## src/rtl/fact_pkg.sv

```systemverilog
`timescale 1ns/1ps
// Package: shared constants of the factorial unit.
// Holds the register offsets, the identification word and the status bit
// positions. Nothing here is parameter-dependent.
package fact_pkg;
    localparam int unsigned DATA_W  = 32;
    localparam int unsigned ADDR_W  = 8;

    localparam logic [ADDR_W-1:0] OFS_IDENT   = 8'h00;
    localparam logic [ADDR_W-1:0] OFS_SCRATCH = 8'h04;
    localparam logic [ADDR_W-1:0] OFS_FACT    = 8'h08;
    localparam logic [ADDR_W-1:0] OFS_STATUS  = 8'h20;

    localparam logic [DATA_W-1:0] IDENT_WORD  = 32'h010000ED;

    localparam int unsigned STAT_BUSY_BIT = 0;
    localparam int unsigned STAT_IE_BIT   = 7;
endpackage

```

## src/rtl/fact_engine.sv

```systemverilog
`timescale 1ns/1ps
// Module: fact_engine
// Iterative factorial datapath. On start it loads a down-counter with the
// operand and an accumulator with 1. It then multiplies the counter into the
// accumulator once per clock until the counter reaches zero, which takes
// n+1 busy cycles in total.
// Assumes: start is asserted only while idle; the result is truncated to W bits.
module fact_engine #(
    parameter int unsigned W = 32
) (
    input  logic         clk,
    input  logic         rst_n,
    input  logic         start,
    input  logic [W-1:0] operand,
    output logic         busy,
    output logic         done,
    output logic [W-1:0] result
);
    logic [W-1:0] cnt_q;
    logic [W-1:0] acc_q;
    logic         busy_q;

    assign busy   = busy_q;
    assign done   = busy_q && (cnt_q == '0);
    assign result = acc_q;

    // Purpose: load on start, multiply-and-decrement while busy, stop at zero.
    always_ff @(posedge clk) begin
        if (!rst_n) begin
            busy_q <= 1'b0;
            cnt_q  <= '0;
            acc_q  <= {{(W-1){1'b0}}, 1'b1};
        end else if (start && !busy_q) begin
            busy_q <= 1'b1;
            cnt_q  <= operand;
            acc_q  <= {{(W-1){1'b0}}, 1'b1};
        end else if (busy_q) begin
            if (cnt_q == '0) begin
                busy_q <= 1'b0;
            end else begin
                acc_q <= acc_q * cnt_q;
                cnt_q <= cnt_q - 1'b1;
            end
        end
    end

    AST_COUNT_STEP: assert property (@(posedge clk) disable iff (!rst_n)
        (busy_q && cnt_q != '0) |=> (cnt_q == $past(cnt_q) - 1'b1));

    AST_START_BUSY: assert property (@(posedge clk) disable iff (!rst_n)
        (start && !busy_q) |=> busy_q);
endmodule

```

## src/rtl/fact_regs.sv

```systemverilog
`timescale 1ns/1ps
// Module: fact_regs
// Register decode for the factorial unit. It holds the scratch word, the
// interrupt enable and the factorial register. That register carries the
// operand while busy and the product afterwards. The module also issues the
// one-cycle completion request.
// Assumes: eng_done is high only while eng_busy is high; reads have no side effects.
module fact_regs
    import fact_pkg::*;
(
    input  logic              clk,
    input  logic              rst_n,
    input  logic              bus_wr,
    input  logic              bus_word,
    input  logic [ADDR_W-1:0] bus_addr,
    input  logic [DATA_W-1:0] bus_wdata,
    output logic [DATA_W-1:0] bus_rdata,
    input  logic              eng_busy,
    input  logic              eng_done,
    input  logic [DATA_W-1:0] eng_result,
    output logic              eng_start,
    output logic [DATA_W-1:0] eng_operand,
    output logic              irq_req
);
    logic [DATA_W-1:0] scratch_q;
    logic [DATA_W-1:0] fact_q;
    logic              ie_q;
    logic              irq_q;
    logic              wr_ok;

    assign wr_ok       = bus_wr && bus_word;
    assign eng_start   = wr_ok && (bus_addr == OFS_FACT) && !eng_busy;
    assign eng_operand = bus_wdata;
    assign irq_req     = irq_q;

    // Purpose: keep the last scratch write (read back inverted).
    always_ff @(posedge clk) begin
        if (!rst_n)
            scratch_q <= '0;
        else if (wr_ok && bus_addr == OFS_SCRATCH)
            scratch_q <= bus_wdata;
    end

    // Purpose: latch the operand on an accepted start, the product on completion.
    always_ff @(posedge clk) begin
        if (!rst_n)
            fact_q <= '0;
        else if (eng_start)
            fact_q <= bus_wdata;
        else if (eng_done)
            fact_q <= eng_result;
    end

    // Purpose: interrupt enable follows data bit 7 of every status write.
    always_ff @(posedge clk) begin
        if (!rst_n)
            ie_q <= 1'b0;
        else if (wr_ok && bus_addr == OFS_STATUS)
            ie_q <= bus_wdata[STAT_IE_BIT];
    end

    // Purpose: one-cycle completion request, gated by the enable.
    always_ff @(posedge clk) begin
        if (!rst_n)
            irq_q <= 1'b0;
        else
            irq_q <= eng_done && ie_q;
    end

    // Purpose: combinational read mux; narrow or unmapped accesses give all ones.
    always_comb begin
        bus_rdata = '1;
        if (bus_word) begin
            case (bus_addr)
                OFS_IDENT:   bus_rdata = IDENT_WORD;
                OFS_SCRATCH: bus_rdata = ~scratch_q;
                OFS_FACT:    bus_rdata = fact_q;
                OFS_STATUS: begin
                    bus_rdata = '0;
                    bus_rdata[STAT_BUSY_BIT] = eng_busy;
                    bus_rdata[STAT_IE_BIT]   = ie_q;
                end
                default:     bus_rdata = '1;
            endcase
        end
    end

    AST_DROP_BUSY_WRITE: assert property (@(posedge clk) disable iff (!rst_n)
        (wr_ok && bus_addr == OFS_FACT && eng_busy && !eng_done) |=> $stable(fact_q));

    AST_IRQ_SINGLE: assert property (@(posedge clk) disable iff (!rst_n)
        irq_q |=> !irq_q);

    AST_IRQ_IDLE: assert property (@(posedge clk) disable iff (!rst_n)
        irq_q |-> !eng_busy);

    AST_IRQ_NEEDS_DONE: assert property (@(posedge clk) disable iff (!rst_n)
        $rose(irq_q) |-> $past(eng_done));
endmodule

```

## src/rtl/fact_accel.sv

```systemverilog
`timescale 1ns/1ps
// Module: fact_accel (top)
// Register-mapped factorial unit: register decode plus iterative engine.
// Assumes: a single register master; the completion request is collected
// by an external interrupt block.
module fact_accel
    import fact_pkg::*;
(
    input  logic              clk,
    input  logic              rst_n,
    input  logic              bus_wr,
    input  logic              bus_word,
    input  logic [ADDR_W-1:0] bus_addr,
    input  logic [DATA_W-1:0] bus_wdata,
    output logic [DATA_W-1:0] bus_rdata,
    output logic              irq_req
);
    logic              eng_busy;
    logic              eng_done;
    logic              eng_start;
    logic [DATA_W-1:0] eng_result;
    logic [DATA_W-1:0] eng_operand;

    fact_regs u_regs (
        .clk         (clk),
        .rst_n       (rst_n),
        .bus_wr      (bus_wr),
        .bus_word    (bus_word),
        .bus_addr    (bus_addr),
        .bus_wdata   (bus_wdata),
        .bus_rdata   (bus_rdata),
        .eng_busy    (eng_busy),
        .eng_done    (eng_done),
        .eng_result  (eng_result),
        .eng_start   (eng_start),
        .eng_operand (eng_operand),
        .irq_req     (irq_req)
    );

    fact_engine #(.W(DATA_W)) u_engine (
        .clk     (clk),
        .rst_n   (rst_n),
        .start   (eng_start),
        .operand (eng_operand),
        .busy    (eng_busy),
        .done    (eng_done),
        .result  (eng_result)
    );
endmodule

```

## config.mk

```make
export PLATFORM = sky130hd
export DESIGN_NAME = fact_accel
export DESIGN_NICKNAME = d
export VERILOG_FILES = /design/src/rtl/fact_pkg.sv /design/src/rtl/fact_engine.sv /design/src/rtl/fact_regs.sv /design/src/rtl/fact_accel.sv
export SDC_FILE = /design/constraint.sdc
export NUM_CORES = 2
export LEC_CHECK = 0
export BUFFER_PORTS_ARGS = -buffer_cell sky130_fd_sc_hd__buf_2
export CORE_MARGIN = 5
export CORE_UTILIZATION = 55
export CTS_CLUSTER_SIZE = 25
export DETAILED_ROUTE_END_ITERATION = 12
export PLACE_DENSITY = 0.72
export SLEW_MARGIN = 0
export SYNTH_ARGS = -nofsm -noshare
export SYNTH_HDL_FRONTEND = slang
export SYNTH_HIERARCHICAL = 1
export SYNTH_SLANG_ARGS = --single-unit
```

## constraint.sdc

```tcl
create_clock -name clk -period 9.9 [get_ports clk]
set_clock_uncertainty 0.1 [all_clocks]
set_input_delay 0.495 -clock clk [delete_from_list [all_inputs] [get_ports clk]]
set_output_delay 0.495 -clock clk [all_outputs]
set_load 0.02 [all_outputs]
```

Yosys cells after proc, flatten, opt, wreduce, memory -nomap -nowiden
Index checks and enable logic that the tools add are counted.
Widths: inputs -> output; s select.
{ "word_totals": {"regBits": 131, "out_inout_bits": 33, "input_bits": 44} }
{ "op_classes": {"n_reduce_logical": 16, "n_bitwise": 3, "n_addsub": 1, "n_mux": 10, "n_eq_ne": 4, "n_mul": 1} }
{ "op_table": {"columns": ["op", "n"], "rows": [
  ["$mux 32", 6],
  ["$pmux 32 s4", 1],
  ["$logic_not 32->1", 1],
  ["$mul 32x32->32", 1],
  ["$not 32->32", 1],
  ["$sub 32x1->32 const B", 1],
  ["$eq 8x3->1 const B", 1],
  ["$eq 8x4->1 const B", 1],
  ["$eq 8x6->1 const B", 1],
  ["$logic_and 1x1->1", 8],
  ["$logic_not 8->1", 1],
  ["$reduce_and 2->1", 2],
  ["$reduce_bool 2->1", 2],
  ["$mux 1", 3],
  ["$ne 2x2->1 const B", 1],
  ["$not 1->1", 2],
  ["$reduce_or 2->1", 1],
  ["$logic_not 1->1", 1]
]} }

Longest topological paths before layout
{ "logic_depth": {"depth_word": 6, "ltp_mapped": 28, "depth_no_buf": 25} }

By module
Netlist, hierarchy kept.
{ "modules_own_cells": {"columns": ["module", "seq_area_each_um2", "cells_per_inst", "area_each_um2", "n_inst"], "rows": [
  ["fact_engine", 1301.2, 2132, 18564.1, 1],
  ["fact_regs", 1321.3, 421, 3377.0, 1]
]} }

Worst setup path after synthesis
No wires, ideal clock.
{ "synth_path": {"path_kind": "register -> register", "startpoint": "register u_engine.cnt_q[2]", "endpoint": "register u_engine.acc_q[31] (netlist: u_engine/result[31])", "synth_period_minus_slack_ns": 7.385, "stages_incl_launch_ff": 26, "path_buffers": 4, "t_required_ns": 9.714, "t_arrival_ns": 7.199, "path_slack_ns": 2.515, "setup_ns": 0.086, "cell_sequence": "dfxtp_1 > clkbuf_1 > clkbuf_1 > clkbuf_1 > nand2_1 > fa_1 > fa_1 > fa_1 > fa_1 > inv_1 > fa_1 > inv_1 > fa_1 > fa_1 > fa_1 > inv_1 > ha_1 > clkbuf_1 > and3_1 > nand3_1 > o221ai_1 > or3b_2 > o221ai_1 > o21ai_0 > xnor2_1 > a211oi_1"} }
{ "synth_between": {"elab_chain_len": 3, "word_cells_on_any_way": 4, "cone_classes": "mul: 1; bitwise: 1; reduce/logical: 2"} }
{ "synth_rtl": {"columns": ["element", "line_no", "text"], "rows": [
  ["from (decl)", "fact_engine.sv:19", "logic [W-1:0] cnt_q;"],
  ["from (signal assigned)", "fact_engine.sv:35", "cnt_q <= operand;"],
  ["from (signal assigned)", "fact_engine.sv:42", "cnt_q <= cnt_q - 1'b1;"],
  ["parallel branches: the longest is 3 deep, another holds $mul 32x32->32", null, null],
  ["to (signal assigned)", "fact_engine.sv:32", "acc_q <= {{(W-1){1'b0}}, 1'b1};"],
  ["to (signal assigned)", "fact_engine.sv:36", "acc_q <= {{(W-1){1'b0}}, 1'b1};"],
  ["to (signal assigned)", "fact_engine.sv:41", "acc_q <= acc_q * cnt_q;"],
  ["to (decl)", "fact_engine.sv:20", "logic [W-1:0] acc_q;"]
]} }
Several ways; the timed one is not identified.
A chain may end at the register's enable or synchronous reset.

Final worst setup path
{ "layout_path": {"startpoint": "register u_engine.acc_q[11] (netlist: u_engine/result[11])", "endpoint": "register u_engine.acc_q[31] (netlist: u_engine/result[31])"} }
{ "layout_between": {"elab_chain_len": 1} }
{ "layout_rtl": {"columns": ["element", "line_no"], "rows": [
  ["$mul 32x32->32", "fact_engine.sv:41"]
]} }
No other way between the ends.

==> reports/qor.txt <==
Yosys warning total: 6
GPL Wtd Cong: 0.945
Period Utilization, post-route: 82.2%
Fmax achieved: 0.123 GHz
Worst-Skew Late Latency: 440 ps
clock tree buffer depth: 2
TritonCTS clock tree: yes
Final Hold Vio Count: 0
syn_nets: 3129
CTS sink cnt: 131
post_cts resized: 0
antenna viol nets, final: 0
endpoints failing setup: 0
Final min period: 8140 ps
Yosys reg bits: 131
detailed-route DRC error count: 0
CP max-delay cell: dfxtp_1
kind of critical path: flop to flop
top cells by area, synth: fa_1, dfxtp_1, and2_1
Hold Path Class: input port to flop
nets: 3051
RSZ-0062 raised after global routing: false
CP peak stage delay: 970 ps
Critical Path Start Type: flop
top-area cell type share of the netlist area: 37.2%
All-Layer GR Usage: 28.8%
Total Power: 1.28 mW
Crit. Startpoint: u_engine/result[11]$_SDFFE_PP0P_
worst-path cell chain: and2_1 -> fa_1 -> fa_1 -> fa_1 -> inv_1 -> fa_1 -> inv_1 -> fa_1 -> inv_1 -> fa_1 -> inv_1 -> fa_1 -> fa_1 -> ha_1 -> a21oi_1 -> nor2_1 -> a211oi_1 -> o221ai_1 -> or3b_2 -> o221ai_1 -> o21ai_0 -> xnor2_1 -> a211oi_1
vias post-DR: 17400
DR pass1 iterations: 5
relative slew slack: 16.2%
cts bufs inserted: 17
Finished Layout Cells: 3012
vias per cell: 5.79
worst hold start: bus_wdata[12]
Setup Fix Bufs, Post-CTS: 0
worst path required time: 10150 ps
count of different cell masters after synthesis: 64
VDD IR max: 0.0945 mV
# port buffers: 76
Pwr Density: 55.8 nW/um^2
CP dominant cell by count: fa_1
n_diodes: 0
Post-CTS Hold Buffers: 0
leak pwr: 10.4 nW
setup TNS: 0 ps
max-cap check violation count: 0
CTS root buffer: clkbuf_16
CTS H-tree depth: 4
arrival time worst endpoint: 8380 ps
terminus of the critical flop-to-flop path: u_engine/result[31]$_SDFFE_PP0P_
Crit Path Max Fanout: 23
wire per inst: 20.7 um
Critical R2R Launch: u_engine/result[11]$_SDFFE_PP0P_
flop2flop setup slack: 1760 ps
floorplan core area: 39600 sq um
die width: 210 um
cell count after placement: 2981
Area Growth Syn to Fin: 4.50%
Top FF cell, synth: dfxtp_1
fraction of layout cells with a size suffix above 1: 6.47%
Worst Reg2Reg Path Length in Cells: 23
leading area contributor after synthesis: fa_1
DPL Wire Length: 46800 um
vias in the first global route: 18600
Ports: 77
Synth async-reset ratio: 0%
sequential area share after synthesis: 12.0%
Initial Util: 55.4%
Critical Path Sink Type: flop
EDFF count, synth: 0
GRT overflow: 0
initial antenna violation count: 0
Gate Count Post-Synth: 2553
synthesized area per cell: 8.59 sq um
worst slew pin tran: 1260 ps
total wire length: 62400 um
mapped cell area: 21900 sq um
die span in y: 210 um
Worst-path clk slew: 70 ps
crit path to: u_engine/result[31]$_SDFFE_PP0P_
largest net degree at the start of global routing: 114
row count: 73
first-pass GRT wire length: 101000 um
DR iter-0 viols: 1833
status: complete, no violations
total of fill cells in the finished design: 3464
Max Slew Vio Count: 0
Die Area: 44000 sq um
worst max-delay path: cells and delay by family (launching register included):
| family | cells | cell delay (ps) |
|---|---|---|
| AO/OA/AOI/OAI | 6 | 1500 |
| adder cells (fa/ha/maj) | 9 | 4250 |
| AND/OR/NAND/NOR | 3 | 830 |
| buffers and inverters | 4 | 220 |
| XOR/XNOR | 1 | 150 |
| flip-flops | 1 | 970 |
state kept, by name (all words and copies together) (netlist names):
name              count
u_regs/ie_q           1
u_regs/irq_req        1
u_engine/cnt_q       32
u_regs/fact_q        32
u_engine/busy         1
u_engine/result      32
u_regs/scratch_q     32
synthesized netlist by cell type (3+ instances only):
cell / number
o211ai_1: 37
nand2b_1: 39
dfxtp_1: 131
o2111ai_1: 32
buf_1: 7
a31oi_1: 5
a211o_1: 3
clkbuf_1: 142
nand3_1: 49
xnor2_1: 75
nor3_2: 3
o21ai_0: 92
fa_1: 408
a211oi_1: 12
or3_1: 4
o21ai_1: 6
nor2b_1: 3
nor2_1: 40
a21o_1: 11
and3_1: 5
nor4_1: 8
inv_1: 408
nand4_1: 6
and2_1: 252
or2_2: 3
nor3_1: 16
a21oi_1: 76
or4_1: 6
buf_4: 36
o221ai_1: 3
xor2_1: 23
o31ai_1: 4
ha_1: 124
o21a_1: 6
o21bai_1: 5
o311ai_0: 3
nand2_1: 415
buf_2: 20
layer usage:
| metal | vias to the layer above | share of wire [%] | global-route usage, % |
|---|---|---|---|
| li1 | 7684 | - | - |
| met1 | 8672 | 40 | 38.4 |
| met3 | 172 | 9.8 | 6.47 |
| met2 | 919 | 47 | 46.6 |
| met4 | 0 | 3.6 | 10.1 |
| met5 | - | 0 | 0 |
power breakdown:
part	switching, mW	internal (mW)	leakage (nW)
Clock	0.283	0.425	0.302
Combinational	0.0308	0.0126	9.08
Sequential	0.000722	0.527	1.05
Total	0.315	0.964	10.4
cell families (layout without fill, tap and decap cells):
family,Yosys count,count (layout),synth area share [%]
compound gates,312,312,9.13
buf+inv,616,550,11.3
mux,2,2,0.0912
simple gates,862,862,19.3
flops,131,131,12.0
fa+ha+maj,532,532,44.3
xor+xnor,98,98,3.91
final cells by class:
type	instances	area [sq um]	share of cell area, %
inverters	409	1540	6.70
well taps	525	657	2.86
clock buffers	17	425	1.86
multi-input cells	1806	16800	73.5
repair buffers	110	638	2.78
flip-flops and latches	131	2620	11.4
clock inverters	14	204	0.889
layout by cell type, fill, tap and decap left out, drive strengths merged, types with 4 or more instances in the layout:
cell type,n
o21ai,98
o21a,6
and3,5
inv,411
fa,408
nor3,19
nand4,6
xor2,23
xnor2,75
o21bai,5
a21oi,76
clkbuf,17
ha,124
nand3,50
buf,110
a31oi,5
a21o,11
nand2,417
a211oi,12
o211ai,38
bufinv,4
clkinv,6
dfxtp,131
or4,8
or3,5
o31ai,4
nor4,8
and2,252
nor2,41
nand2b,39
o2111ai,32
metrics by stage:
stage	instance area, sq um	utilization (%)	hold WS (ps)	setup WS (ps)
2_1_floorplan	21900	-	345	2520
3_3_place_gp	22300	56.3	353	2070
3_5_place_dp	22300	56.3	362	1930
4_1_cts	22900	57.8	227	1870
5_1_grt	22900	57.8	246	1490
6_report	22900	57.8	241	1760
worst min path at each step:
stage | to | slack (ps) | cells past startpoint
after global routing | u_regs/scratch_q[24]$_SDFFE_PN0P_ | 250 | 3
after floorplan | u_regs/scratch_q[0]$_SDFFE_PN0P_ | 340 | 2
after global placement | u_regs/scratch_q[1]$_SDFFE_PN0P_ | 350 | 2
after CTS | u_regs/scratch_q[12]$_SDFFE_PN0P_ | 230 | 3
final | u_regs/scratch_q[12]$_SDFFE_PN0P_ | 240 | 3
after detailed placement | u_regs/scratch_q[14]$_SDFFE_PN0P_ | 360 | 2
Power figures use the tool's default switching activity.
